==> src/rtl/vseq_pkg.sv <==
package vseq_pkg;
  localparam int LOOP_NEST = 2;

  typedef enum logic [2:0] {
    VS_IDLE,
    VS_RUN,
    VS_DRAIN,
    VS_DONE,
    VS_FAULT
  } vs_state_e;
endpackage

==> src/rtl/vseq_loop_stack.sv <==
module vseq_loop_stack #(
  parameter int AW   = 8,
  parameter int CW   = 8,
  parameter int NEST = vseq_pkg::LOOP_NEST
) (
  input  logic                     clk_i,
  input  logic                     rst_ni,
  input  logic                     clear_i,
  input  logic                     step_i,
  input  logic                     open_i,
  input  logic [AW-1:0]            pc_i,
  input  logic [AW-1:0]            end_i,
  input  logic [CW-1:0]            count_i,
  output logic                     jump_o,
  output logic [AW-1:0]            target_o,
  output logic                     overflow_o,
  output logic [NEST-1:0][CW-1:0]  iter_o
);
  localparam int DW = $clog2(NEST + 1);

  logic [NEST-1:0][AW-1:0] st_q, st_d, en_q, en_d;
  logic [NEST-1:0][CW-1:0] cn_q, cn_d, it_q, it_d;
  logic [DW-1:0]           dep_q, dep_d, dep_eff;
  logic                    scan;

  always_comb begin
    st_d = st_q; en_d = en_q; cn_d = cn_q; it_d = it_q;
    dep_eff    = dep_q;
    overflow_o = 1'b0;
    jump_o     = 1'b0;
    target_o   = '0;
    if (open_i) begin
      if (dep_q == DW'(NEST)) overflow_o = 1'b1;
      else begin
        for (int i = 0; i < NEST; i++) begin
          if (DW'(i) == dep_q) begin
            st_d[i] = pc_i;
            en_d[i] = end_i;
            cn_d[i] = count_i;
            it_d[i] = '0;
          end
        end
        dep_eff = DW'(dep_q + 1'b1);
      end
    end
    // tags reflect the pass the current line belongs to
    for (int i = 0; i < NEST; i++)
      iter_o[i] = (DW'(i) < dep_eff) ? it_d[i] : '0;
    // innermost first; a finished level pops and exposes the next one
    dep_d = dep_eff;
    scan  = 1'b1;
    for (int i = NEST - 1; i >= 0; i--) begin
      if (scan && DW'(i) < dep_eff) begin
        if (en_d[i] == pc_i) begin
          if (cn_d[i] > CW'(1)) begin
            jump_o   = 1'b1;
            target_o = st_d[i];
            cn_d[i]  = cn_d[i] - 1'b1;
            it_d[i]  = it_d[i] + 1'b1;
            scan     = 1'b0;
          end else begin
            dep_d = DW'(i);
          end
        end else begin
          scan = 1'b0;
        end
      end
    end
  end

  always_ff @(posedge clk_i or negedge rst_ni) begin
    if (!rst_ni) begin
      st_q <= '0; en_q <= '0; cn_q <= '0; it_q <= '0; dep_q <= '0;
    end else if (clear_i) begin
      dep_q <= '0;
    end else if (step_i && !overflow_o) begin
      st_q <= st_d; en_q <= en_d; cn_q <= cn_d; it_q <= it_d; dep_q <= dep_d;
    end
  end

  a_r5_depth_bound: assert property (@(posedge clk_i) disable iff (!rst_ni)
    dep_q <= DW'(NEST));
endmodule

==> src/rtl/vseq_capture.sv <==
module vseq_capture #(
  parameter int W     = 96,
  parameter int AW    = 8,
  parameter int CW    = 8,
  parameter int DEPTH = 16
) (
  input  logic                     clk_i,
  input  logic                     rst_ni,
  input  logic                     clear_i,
  input  logic                     apply_i,
  input  logic [W-1:0]             vec_i,
  input  logic [AW-1:0]            line_i,
  input  logic [CW-1:0]            iter0_i,
  input  logic [CW-1:0]            iter1_i,
  input  logic [W-1:0]             dir_i,
  input  logic [W-1:0]             pin_in_i,
  output logic [W-1:0]             pin_out_o,
  output logic [W-1:0]             pin_oe_o,
  output logic                     cap_we_o,
  output logic [$clog2(DEPTH)-1:0] cap_addr_o,
  output logic [W-1:0]             cap_data_o,
  output logic [AW-1:0]            cap_line_o,
  output logic [CW-1:0]            cap_iter0_o,
  output logic [CW-1:0]            cap_iter1_o
);
  localparam int PW = $clog2(DEPTH);
  localparam logic [PW-1:0] LAST = PW'(DEPTH - 1);

  logic          v_q;
  logic [W-1:0]  vec_q;
  logic [PW-1:0] ptr_q;

  always_ff @(posedge clk_i or negedge rst_ni) begin
    if (!rst_ni) begin
      v_q <= 1'b0; vec_q <= '0; ptr_q <= '0;
      cap_line_o <= '0; cap_iter0_o <= '0; cap_iter1_o <= '0;
    end else begin
      v_q <= apply_i && !clear_i;
      if (apply_i) begin
        vec_q       <= vec_i;
        cap_line_o  <= line_i;
        cap_iter0_o <= iter0_i;
        cap_iter1_o <= iter1_i;
      end
      if (clear_i)  ptr_q <= '0;
      else if (v_q) ptr_q <= (ptr_q == LAST) ? '0 : ptr_q + 1'b1;
    end
  end

  assign pin_oe_o   = v_q ? dir_i : '0;
  assign pin_out_o  = v_q ? (vec_q & dir_i) : '0;
  assign cap_we_o   = v_q;
  assign cap_addr_o = ptr_q;
  assign cap_data_o = pin_in_i & ~dir_i;

  a_r8_wrap: assert property (@(posedge clk_i) disable iff (!rst_ni)
    cap_we_o && cap_addr_o == LAST |=> cap_addr_o == '0);
  a_r8_hold: assert property (@(posedge clk_i) disable iff (!rst_ni)
    !cap_we_o && !clear_i |=> $stable(cap_addr_o));
endmodule

==> src/rtl/vseq_player.sv <==
module vseq_player #(
  parameter int VEC_W     = 96,
  parameter int LINE_AW   = 8,
  parameter int CNT_W     = 8,
  parameter int CAP_DEPTH = 16
) (
  input  logic                         clk_i,
  input  logic                         rst_ni,
  input  logic                         start_i,
  input  logic [LINE_AW-1:0]           last_line_i,
  input  logic [VEC_W-1:0]             dir_i,
  output logic [LINE_AW-1:0]           line_addr_o,
  input  logic [VEC_W-1:0]             line_vec_i,
  input  logic                         line_open_i,
  input  logic [LINE_AW-1:0]           line_end_i,
  input  logic [CNT_W-1:0]             line_count_i,
  output logic [VEC_W-1:0]             pin_out_o,
  output logic [VEC_W-1:0]             pin_oe_o,
  input  logic [VEC_W-1:0]             pin_in_i,
  output logic                         cap_we_o,
  output logic [$clog2(CAP_DEPTH)-1:0] cap_addr_o,
  output logic [VEC_W-1:0]             cap_data_o,
  output logic [LINE_AW-1:0]           cap_line_o,
  output logic [CNT_W-1:0]             cap_iter0_o,
  output logic [CNT_W-1:0]             cap_iter1_o,
  output logic                         busy_o,
  output logic                         done_o,
  output logic                         error_o
);
  import vseq_pkg::*;
  localparam int NEST = LOOP_NEST;

  vs_state_e                    state_q;
  logic [LINE_AW-1:0]           pc_q;
  logic                         skip_q;
  logic                         step, apply, jump, ovf;
  logic [LINE_AW-1:0]           target;
  logic [NEST-1:0][CNT_W-1:0]   iter;

  assign step  = (state_q == VS_RUN) && !start_i;
  assign apply = step && !ovf;

  vseq_loop_stack #(.AW(LINE_AW), .CW(CNT_W), .NEST(NEST)) u_stack (
    .clk_i, .rst_ni,
    .clear_i   (start_i),
    .step_i    (step),
    .open_i    (line_open_i && !skip_q),
    .pc_i      (pc_q),
    .end_i     (line_end_i),
    .count_i   (line_count_i),
    .jump_o    (jump),
    .target_o  (target),
    .overflow_o(ovf),
    .iter_o    (iter)
  );

  vseq_capture #(.W(VEC_W), .AW(LINE_AW), .CW(CNT_W), .DEPTH(CAP_DEPTH)) u_cap (
    .clk_i, .rst_ni,
    .clear_i    (start_i),
    .apply_i    (apply),
    .vec_i      (line_vec_i),
    .line_i     (pc_q),
    .iter0_i    (iter[0]),
    .iter1_i    (iter[1]),
    .dir_i,
    .pin_in_i,
    .pin_out_o,
    .pin_oe_o,
    .cap_we_o,
    .cap_addr_o,
    .cap_data_o,
    .cap_line_o,
    .cap_iter0_o,
    .cap_iter1_o
  );

  always_ff @(posedge clk_i or negedge rst_ni) begin
    if (!rst_ni) begin
      state_q <= VS_IDLE; pc_q <= '0; skip_q <= 1'b0;
    end else if (start_i) begin
      state_q <= VS_RUN; pc_q <= '0; skip_q <= 1'b0;
    end else if (step) begin
      if (ovf) state_q <= VS_FAULT;
      else if (jump) begin
        pc_q   <= target;
        skip_q <= 1'b1;  // landing on an opening line must not push it again
      end else if (pc_q == last_line_i) state_q <= VS_DRAIN;
      else begin
        pc_q   <= pc_q + 1'b1;
        skip_q <= 1'b0;
      end
    end else if (state_q == VS_DRAIN) state_q <= VS_DONE;
  end

  assign line_addr_o = pc_q;
  assign busy_o      = (state_q == VS_RUN) || (state_q == VS_DRAIN);
  assign done_o      = (state_q == VS_DONE);
  assign error_o     = (state_q == VS_FAULT);

  a_r10_done_after_cap: assert property (@(posedge clk_i) disable iff (!rst_ni)
    $rose(done_o) |-> $past(cap_we_o));
  a_r5_no_cap_on_fault: assert property (@(posedge clk_i) disable iff (!rst_ni)
    error_o |-> !cap_we_o);
  a_r2_replay_backward: assert property (@(posedge clk_i) disable iff (!rst_ni)
    step && jump && !ovf |=> line_addr_o <= $past(line_addr_o));
endmodule

==> config.mk <==
export PLATFORM = sky130hd
export DESIGN_NAME = vseq_player
export DESIGN_NICKNAME = d
export VERILOG_FILES = /design/src/rtl/vseq_pkg.sv /design/src/rtl/vseq_loop_stack.sv /design/src/rtl/vseq_capture.sv /design/src/rtl/vseq_player.sv
export SDC_FILE = /design/constraint.sdc
export NUM_CORES = 1
export LEC_CHECK = 0
export ABC_AREA = 1
export BUFFER_PORTS_ARGS = -buffer_cell sky130_fd_sc_hd__buf_2
export CAP_MARGIN = 0
export CELL_PAD_IN_SITES_DETAIL_PLACEMENT = 1
export CELL_PAD_IN_SITES_GLOBAL_PLACEMENT = 2
export CORE_AREA = 2 2 248 250
export DETAILED_ROUTE_END_ITERATION = 7
export DIE_AREA = 0 0 250 252
export PLACE_DENSITY_LB_ADDON = 0.1
export RECOVER_POWER = 25
export SLEW_MARGIN = 20
export SYNTH_ARGS = -nofsm -noshare
export SYNTH_HDL_FRONTEND = slang
export SYNTH_HIERARCHICAL = 1
export SYNTH_SLANG_ARGS = --single-unit
==> constraint.sdc <==
create_clock -name clk_i -period 4.75 [get_ports clk_i]
set_input_delay 0.95 -clock clk_i [delete_from_list [all_inputs] [get_ports clk_i]]
set_output_delay 0.95 -clock clk_i [all_outputs]
set_load 0.02 [all_outputs]
; After elaboration in Yosys (flattened, before gate mapping)
; Cells that the tools add are included.
[op_classes]
n_reduce_logical = 17
div = 0
shifts = 0
mul = 0
add_sub_neg = 7
n_eq_ne = 14
mux = 78
magnitude_cmp = 4
bitwise = 4
[op_table]
columns = operator, n
row1 = $mux W8, 33
row2 = $and A96 B96 Y96, 2
row3 = $mux W96, 2
row4 = $mux W16, 8
row5 = $not A96 Y96, 1
row6 = $add A8 B1 Y8 const B, 3
row7 = $eq A8 B8 Y1, 3
row8 = $mux W2, 10
row9 = $mux W3, 6
row10 = $gt A8 B1 Y1 const B, 2
row11 = $mux W1, 16
row12 = $sub A8 B1 Y8 const B, 2
row13 = $mux W4, 3
row14 = $ne A4 B4 Y1 const B, 2
row15 = $eq A3 B2 Y1 const B, 2
row16 = $reduce_and A3 Y1, 2
row17 = $reduce_bool A2 Y1, 3
row18 = $logic_and A1 B1 Y1, 5
row19 = $add A4 B1 Y4 const B, 1
row20 = $eq A4 B4 Y1 const B, 1
row21 = $lt A1 B2 Y1 const A, 2
row22 = $eq A3 B1 Y1 const B, 1
row23 = $eq A3 B3 Y1 const B, 1
row24 = $logic_not A1 Y1, 3
row25 = other kinds (10), 10
[word_totals]
in_bits = 316
mem_bits_ro = 0
latch_bits = 0
output_inout_bits = 328
mem_count = 0
ram_bits = 0
reg_bits = 203

; Longest topological paths before layout
; Gate-level depths: netlist (run 1).
[logic_depth]
ltp_word = 15
ltp_mapped = 24
ltp_nobuf = 24

; Modules after synthesis
; The synthesis (run 1) kept the hierarchy.
[modules_own_cells]
columns = module, area_per_inst_um2, instances, cells_per_inst, seq_area_each_um2
row1 = vseq_capture, 6745.2, 1, 1024, 3128.0
row2 = vseq_loop_stack, 5217.5, 1, 841, 1651.6
row3 = vseq_player, 1003.5, 1, 154, 300.3

; Worst setup path after synthesis (run 1)
; OpenSTA, ideal clock, no wires.
[synth_timing]
kind = input port to flip-flop
start = in line_open_i
end = reg pc_q[5] (netlist: line_addr_o[5])
stages = 19
n_path_buf = 3
path_slack_ps = 941
setup_ps = 120
t_arrival_ps = 3690
path_cell_list = inv_1 > nor2_1 > nand3_4 > buf_4 > o21ai_0 > inv_1 > ha_1 > or2_2 > nand3_1 > nor2_4 > nor2_1 > nand2_2 > buf_4 > nand2_1 > buf_2 > inv_1 > or2_2 > nand4_1 > nand2_1
[synth_between]
elab_chain_cells = 13
[synth_rtl]
columns = item, line
row1 = start: declaration, vseq_player.sv:14  ; input logic line_open_i,
row2 = $logic_and A1 B1 Y1 *, vseq_player.sv:47  ; .open_i (line_open_i && !skip_q),
row3 = $mux W16, vseq_loop_stack.sv:32  ; if (open_i) begin
row4 = $gt A8 B1 Y1, vseq_loop_stack.sv:55  ; if (cn_d[i] > CW'(1)) begin
row5 = $mux W1, vseq_loop_stack.sv:55
row6 = $mux W1, vseq_loop_stack.sv:54  ; if (en_d[i] == pc_i) begin
row7 = $mux W1, vseq_loop_stack.sv:53  ; if (scan && DW'(i) < dep_eff) begin
row8 = $mux W1, vseq_loop_stack.sv:55
row9 = $mux W1, vseq_loop_stack.sv:54
row10 = $mux W1 *, vseq_loop_stack.sv:53
row11 = via jump, vseq_player.sv:36  ; logic step, apply, jump, ovf;
row12 = $mux W8, vseq_player.sv:84  ; else if (jump) begin
row13 = $mux W8, vseq_player.sv:83  ; if (ovf) state_q <= VS_FAULT;
row14 = $mux W8, vseq_player.sv:82  ; end else if (step) begin
row15 = $mux W8, vseq_player.sv:80  ; end else if (start_i) begin
row16 = end signal: assignment, vseq_player.sv:85  ; pc_q <= target;
row17 = end signal: assignment, vseq_player.sv:89  ; pc_q <= pc_q + 1'b1;
row18 = end: declaration, vseq_player.sv:34  ; logic [LINE_AW-1:0] pc_q;
; Mark *: on every way through the listed nets, which the timed path passes. The rest lies on a longest branch. The select of a mux whose other input is x is not followed.
; A chain may end at the register's enable or synchronous reset.

; Final worst setup path (run 1)
[layout_timing]
start = reg u_stack.dep_q[1]
end = reg state_q[1]
[layout_between]
elab_chain_cells = 13
[layout_rtl]
columns = item, line
row1 = start: declaration, vseq_loop_stack.sv:23  ; logic [DW-1:0] dep_q, dep_d, dep_eff;
row2 = start signal: assignment, vseq_loop_stack.sv:77  ; st_q <= st_d; en_q <= en_d; cn_q <= cn_d; it_q <= it_d; dep_q <= dep_d;
row3 = $eq A1 B2 Y1, vseq_loop_stack.sv:36  ; if (DW'(i) == dep_q) begin
row4 = $mux W8, vseq_loop_stack.sv:36
row5 = $mux W16, vseq_loop_stack.sv:33  ; if (dep_q == DW'(NEST)) overflow_o = 1'b1;
row6 = $mux W16, vseq_loop_stack.sv:32
row7 = $gt A8 B1 Y1, vseq_loop_stack.sv:55
row8 = $mux W1, vseq_loop_stack.sv:55
row9 = $mux W1, vseq_loop_stack.sv:54
row10 = $mux W1, vseq_loop_stack.sv:53
row11 = $mux W1, vseq_loop_stack.sv:55
row12 = $mux W1, vseq_loop_stack.sv:54
row13 = $mux W1 *, vseq_loop_stack.sv:53
row14 = via jump, vseq_player.sv:36
row15 = $ne A4 B4 Y1 (no source line) *, n/a
row16 = $reduce_and A3 Y1 (no source line) *, n/a
row17 = end signal: assignment, vseq_player.sv:79  ; state_q <= VS_IDLE; pc_q <= '0; skip_q <= 1'b0;
row18 = end signal: assignment, vseq_player.sv:81  ; state_q <= VS_RUN; pc_q <= '0; skip_q <= 1'b0;
row19 = end signal: assignment, vseq_player.sv:83
row20 = end: declaration, vseq_player.sv:33  ; vs_state_e state_q;
; Mark *: on every way through the listed nets, which the timed path passes. The rest lies on a longest branch.

==> summary.md, run 1 <==
| Metric | Value |
|---|---|
| Max-cap viol count | `1` |
| Layout cells sized above 1 | `0.2840` |
| Clock period minus final worst setup slack | `4.041 ns` |
| Final ANT Viol Nets | `0` |
| Worst Path Max Fanout | `11` |
| Fill cells | `7788` |
| Met3 WL post-DR | `5279 µm` |
| Total power | `around 8 mW` |
| Clk sinks | `203` |
| Max Clk Rate | `247.5 MHz` |
| Residual DRC | `0` |
| Power density over the cells | `455.1 nW/µm²` |
| Worst R2R Setup Slack | `0.71 ns` |
| DP Wirelength | `slightly below 70000 µm` |
| Critical path launch point type | `flip-flop` |
| M1 WL | `37950 µm` |
| # port buffers | `roughly 640` |
| Period utilisation layout | `0.8507` |
| Site Rows | `90` |
| Mapped Area | `around 13000 µm²` |
| Final core occ | `0.2968` |
| Mapped Cells | `2019` |
| Post-CTS setup buffers | `0` |
| Yosys warning count | `6` |
| Lkg Pwr | `around 11 nW` |
| Max-slew violation count | `95` |
| Clock Skews | `0.01842 ns` |
| DR pass1 iterations | `4` |
| Total CTS buffers | `28` |
| Async set-reset flop share out of synthesis | `1.000` |
| Highest Signal Layer | `met5` |
| Final TNS setup | `0 ns` |
| FF-to-FF path depth | `21` |
| First-pass GRT wire length | `about 120000 µm` |
| Hold Vio Cnt, Final | `0` |
| Detailed router's first-iteration violation count | `830` |
| Arrival @ worst endpoint | `4.50 ns` |
| Crit. End Element | `flip-flop` |
| CTS Buffer Depth | `3` |
| Synth unique cells | `44` |
| Resized Gates After CTS | `0` |
| Worst Tran Pin Value | `2.683 ns` |
| Initial Utilization | `0.2156` |
| EDFF count, synth | `0` |
| Die H | `252 µm` |
| Routed WL | `82330 µm` |
| Top_reg_cell synth | `dfrtp_1` |
| RR Startpoint | `u_stack/dep_q[1]` |
| Final RePlAce weighted congestion | `1.038` |
| Hold Path Sink | `u_cap/cap_iter0_o[6]` |
| Status | `complete, but fails checks` |
| Post-cts hold buffer count | `0` |
| Top area cells in the synthesized netlist | `dfrtp_1, nand2_1, inv_1` |
| Max_slew headroom | `-0.7889` |
| Worst hold path cell count | `2` |
| Via density | `4.339` |
| Final worst slack | `0.7094 ns` |
| Hold WC Path Type | `flip-flop to flip-flop` |
| Top-area cell type share of the netlist area | `0.3918` |
| Post-Place Setup Slack | `0.3696 ns` |
| CP Class | `flip-flop to flip-flop` |
| Grt ovf | `0` |
| RR Endpoint | `state_q[1]` |
| Clock Latency Late Sink | `0.58 ns` |
| Vias in the first global route | `15285` |
| GR Util All Layers | `0.2539` |
| Seq. cell area | `approximately 5100 µm²` |
| Sequential cell area fraction in the yosys report | `0.3918` |
| Core Area | `roughly 60000 µm²` |
| RSZ-0062 raised after global routing | `false` |
| VDD IR max | `approximately 0.00031 V` |
| Count leader, synth | `nand2_1` |
| Syn avg cell area | `6.422 µm²` |
| Failing checks | `max-capacitance violations, max-slew violations` |
| Initial antenna violation count | `20` |
| CTS root buffer | `clkbuf_16` |
| WL/cell | `23.86 µm` |
| Width of the die | `250 µm` |
| Ports | `~640` |
| CTS tree | `done` |
| Synth area leader | `dfrtp_1` |
| Footprint of the multi-input gates | `5894 µm²` |
| H-tree Lvls | `1` |
| Via count | `between 10000 and 15000` |
| Worst EP required | `5.21 ns` |
| Setup violators final | `0` |
| Nets | `2968` |
| Metal2 WL | `37700 µm` |
| Largest net degree at the start of global routing | `95` |
| Mapped Nets | `between 2000 and 2500` |
| Die area | `63000 µm²` |
| Synthesized flop and latch total | `between 200 and 250` |
| Area grow syn2layout | `37.65%` |
| Most frequent cells after synthesis | `nand2_1, inv_1, nor2_1` |
| Min-Delay Startpoint | `u_cap/cap_iter0_o[6]` |
| Clock-pin slew on the worst setup and hold paths | `roughly 0.06 ns` |
==> metal layers <==
metal,track usage,vias up
li1,-,7267
met1,0.3454,7261
met2,0.4111,359
met3,0.06427,70
met4,0.04243,12
met5,0,-
==> cells in the final DEF, fill, tap and decap left out, types with 3 or more instances in the layout <==
master     Yosys  layout
nand2_2        7       7
clkbuf_1      18      10
nor2_2         6       8
buf_4         10      15
o21ai_0      131     131
buf_12         0       4
bufinv_16      0       3
nor2_1       253     251
clkbuf_8       0       5
inv_2          7       7
xnor2_1        4       4
clkbuf_2       0       4
dfrtp_1      203     202
inv_1        390     390
clkbuf_16      0      29
nand3_2        3       3
nor2_4         4       4
a21oi_1        6       6
buf_2         28     642
nand2_1      730     730
nand4_1       38      38
diode_2        0       6
nand3_4        3       3
nand3_1       72      72
nor3_1         8       8
clkinv_2       0       5
xor2_1        12      12
o21ai_1       27      27
or2_2          4       4
ha_1          12      12
==> final cells by class <==
type / count / share of cell area
Antenna cell: 6 / 0.0008412
Clock buffer: 44 / 0.04662
Clock inverter: 8 / 0.006449
Inverter: 400 / 0.08426
Multi-Input combinational cell: 1342 / 0.3302
Sequential cell: 203 / 0.2848
Tap cell: 782 / 0.05482
Timing Repair Buffer: 665 / 0.1919
==> how the worst max path moves through the flow <==
stage,start,end,slack [ns],depth (start not counted)
floorplan,line_open_i,line_addr_o[5],0.94,19
global placement,line_open_i,state_q[1],0.59,24
detailed placement,line_open_i,line_addr_o[5],0.37,17
CTS,u_stack/dep_q[1],state_q[1],0.65,21
global route,u_stack/dep_q[1],state_q[1],0.29,21
finish,u_stack/dep_q[1],state_q[1],0.71,21
==> critical path, cell delays in order, from the launching register on <==
cell and delay [ns]:
dfrtp_1 0.40, inv_1 0.17, ha_1 0.50, nand3_4 0.20, o21ai_0 0.35, inv_1 0.13, ha_1 0.21, or2_2 0.27
nand3_1 0.13, nor2_4 0.07, nand3_4 0.09, nand2_2 0.08, nand4_2 0.20, nand2_1 0.30, a21oi_2 0.19, nand3_1 0.09
nor2_2 0.14, nand2_4 0.14, nand2_4 0.09, nand2_2 0.06, nand2_1 0.06, nand2_1 0.05
==> cells by family after synthesis <==
family	after synthesis	synth area share
AND/OR/NAND/NOR	1137	0.3595
buffers and inverters	474	0.1540
flip-flops	203	0.3918
adder cells (fa/ha/maj)	12	0.01158
AO/OA/AOI/OAI	177	0.07237
XOR/XNOR	16	0.01081
==> per-stage QoR <==
step / cells / cell area [µm²] / hold WS, ns
2_1_floorplan: 2019 / 12970 / 0.4479
3_3_place_gp: 3392 / 16900 / 0.4535
3_5_place_dp: 3392 / 16900 / 0.4540
4_1_cts: 3444 / 17850 / 0.4403
5_1_grt: 3446 / 17840 / 0.4896
6_report: 3450 / 17850 / 0.4684
==> state kept, by name, summed over array words and instances (netlist names), 3 cells and up <==
register           count
u_cap/cap_line_o       8
u_stack/st_q          16
state_q                3
u_cap/cap_iter0_o      8
line_addr_o            8
u_stack/en_q          16
u_cap/vec_q           96
u_cap/cap_iter1_o      8
u_cap/cap_addr_o       4
u_stack/it_q          16
u_stack/cn_q          16
==> power breakdown <==
group / total [mW] / switching (mW) / internal, mW
registers: 2.61 / 0.289 / 2.32
clock network: 2.23 / 0.873 / 1.35
logic: 3.28 / 2.33 / 0.952
Note: power is estimated with default switching activity, not from simulation.
==> run 2: changes to the inputs <==
--- a/config.mk
+++ b/config.mk
@@ -14,7 +14,7 @@
 export DETAILED_ROUTE_END_ITERATION = 7
 export DIE_AREA = 0 0 250 252
 export PLACE_DENSITY_LB_ADDON = 0.1
-export RECOVER_POWER = 25
+export RECOVER_POWER = 50
 export SLEW_MARGIN = 20
 export SYNTH_ARGS = -nofsm -noshare
 export SYNTH_HDL_FRONTEND = slang
==> summary.md, run 2 (synthesis gave the netlist of run 1 again) <==
| Metric | Value |
|---|---|
| RR Startpoint | `u_stack/dep_q[1]` |
| Vias in the first global route | `15285` |
| Setup violators final | `0` |
| Clock Skews | `0.01808 ns` |
| Largest net degree at the start of global routing | `95` |
| Grt ovf | `0` |
| Initial antenna violation count | `20` |
| VDD IR max | `0.0003149 V` |
| Hold slack | `around 0.47 ns` |
| Width of the die | `about 250 µm` |
| Final TNS setup | `0 ns` |
| RSZ-0062 raised after global routing | `false` |
| Die area | `roughly 63000 µm²` |
| Sequential Power Share | `0.322` |
| Resized Gates After CTS | `0` |
| Max-slew violation count | `143` |
| Initial Utilization | `0.2156` |
| Clock-pin slew on the worst setup and hold paths | `0.06 ns` |
| Worst R2R Setup Slack | `0.70 ns` |
| Arrival @ worst endpoint | `4.46 ns` |
| Hold Vio Cnt, Final | `0` |
| Commonest non-fill, non-tap cell in the layout | `nand2_1` |
| Site Rows | `90` |
| Internal power | `~4.6 mW` |
| Seq. cell area | `between 5000 and 6000 µm²` |
| Die H | `252 µm` |
| First-pass GRT wire length | `115200 µm` |
| Post-CTS setup buffers | `0` |
| Via count | `about 15000` |
| Clock Latency Late Sink | `0.57 ns` |
| Clock period minus final worst setup slack | `4.059 ns` |
| Largest register FFs | `96` |
| Worst EP required | `5.15 ns` |
| FF-to-FF path depth | `21` |
| Largest reg by FF count | `u_cap/vec_q` |
| CTS Buffer Depth | `3` |
| Net Sw Frac | `0.4316` |
| CP endpoint | `u_cap/vec_q[69]` |
| Total CTS buffers | `28` |
| Crit. End Element | `flip-flop` |
| Power density over the cells | `458.7 nW/µm²` |
| Worst Path Max Fanout | `75` |
| Post-cts hold buffer count | `0` |
| Worst Tran Pin Value | `approximately 2.7 ns` |
| Clock power share | `0.275` |
| GR Util All Layers | `0.2539` |
| Max Clk Rate | `246.3 MHz` |
| RR Endpoint | `state_q[1]` |
| Layout cells sized above 1 | `0.2314` |
| CP Launch Point | `start_i` |
| CTS root buffer | `clkbuf_16` |
| Ports | `644` |
| Core Area | `approximately 60000 µm²` |
| Detailed router's first-iteration violation count | `800` |
| DP Wirelength | `69070 µm` |
| Sw Pwr | `3.496 mW` |
| Footprint of the multi-input gates | `5884 µm²` |
| Commonest cells after routing, fill and taps aside | `nand2_1, buf_2, inv_1, nor2_1, dfrtp_1` |
| Routed WL | `82500 µm` |
| CTS tree | `done` |
| # port buffers | `between 600 and 700` |
| Combinational power share | `0.403` |
| DR pass1 iterations | `4` |
| Failing checks | `max-capacitance violations, max-slew violations` |
| Final ANT Viol Nets | `0` |
| Final RePlAce weighted congestion | `1.038` |
| WL/cell | `23.93 µm` |
| Fill cells | `7844` |
| Min-Delay Startpoint | `u_cap/cap_iter0_o[6]` |
| Max_slew headroom | `-0.7979` |
| Clk sinks | `between 200 and 250` |
| H-tree Lvls | `1` |
| Period utilisation layout | `0.8546` |
| Lkg Pwr | `10.80 nW` |
| Area grow syn2layout | `36.18%` |
| Critical path launch point type | `input port` |
| Via density | `4.346` |
| Status | `complete, but fails checks` |
| Max-cap viol count | `3` |
| Nets | `just under 3000` |
| Hold WC Path Type | `flip-flop to flip-flop` |
| Residual DRC | `0` |
| CP Class | `input port to flip-flop` |
## run 2: changes by cell type in the layout (fill, tap and decap cells not counted), sizes merged
cell / change
diode: -2
buf: -137
clkbuf: +137
## run 2: final cells by class
| type | instances | share of cell area |
|---|---|---|
| Multi-Input combinational cell | 1342 | 0.3333 |
| Sequential cell | 203 | 0.2879 |
| Timing Repair Buffer | 665 | 0.1840 |
| Inverter | 400 | 0.08518 |
| Tap cell | 782 | 0.05541 |
| Clock buffer | 44 | 0.04712 |
| Clock inverter | 8 | 0.006519 |
| Antenna cell | 4 | 0.0005669 |
## run 2: worst min path at each step
stage	to	cells past startpoint	slack [ns]
floorplan	u_stack/st_q[0]	2	0.45
global placement	u_cap/cap_iter0_o[0]	2	0.45
detailed placement	u_cap/cap_line_o[4]	2	0.45
CTS	u_cap/vec_q[73]	1	0.44
global route	u_cap/cap_iter1_o[6]	2	0.49
finish	u_cap/cap_iter0_o[6]	2	0.47
## run 2: layer usage
metal | track usage | part of all wire
met5 | 0 | 0.0010
met4 | 0.04243 | 0.017
met3 | 0.06427 | 0.062
met2 | 0.4111 | 0.46
met1 | 0.3454 | 0.46
## run 2: power groups by stage
stage          logic [mW]  clock network (mW)  registers [mW]
5_1_grt              3.67                2.37            2.68
4_1_cts              3.33                2.30            2.62
6_report             3.26                2.23            2.61
2_1_floorplan        2.12                   0            2.57
3_5_place_dp         3.31                   0            2.64
3_3_place_gp         3.26                   0            2.63
## run 2: critical path, stage by stage
cell and delay [ns]:
clkbuf_1 0.29, inv_1 0.43, nand4_1 0.23, nor2_1 1.47, buf_4 0.79, o21ai_0 0.25
## run 2: metrics by stage
| stage | area [µm²] | setup WS (ns) | cells | total power, mW | utilization |
|---|---|---|---|---|---|
| after floorplan | 12970 | 0.9406 | 2019 | 4.684 | - |
| after CTS | 17850 | 0.6486 | 3444 | 8.252 | 0.2969 |
| after global placement | 16900 | 0.5859 | 3392 | 5.889 | 0.2811 |
| after global routing | 17650 | 0.2689 | 3446 | 8.719 | 0.2936 |
| after detailed placement | 16900 | 0.3696 | 3392 | 5.958 | 0.2811 |
| final | 17660 | 0.6906 | 3448 | 8.100 | 0.2936 |
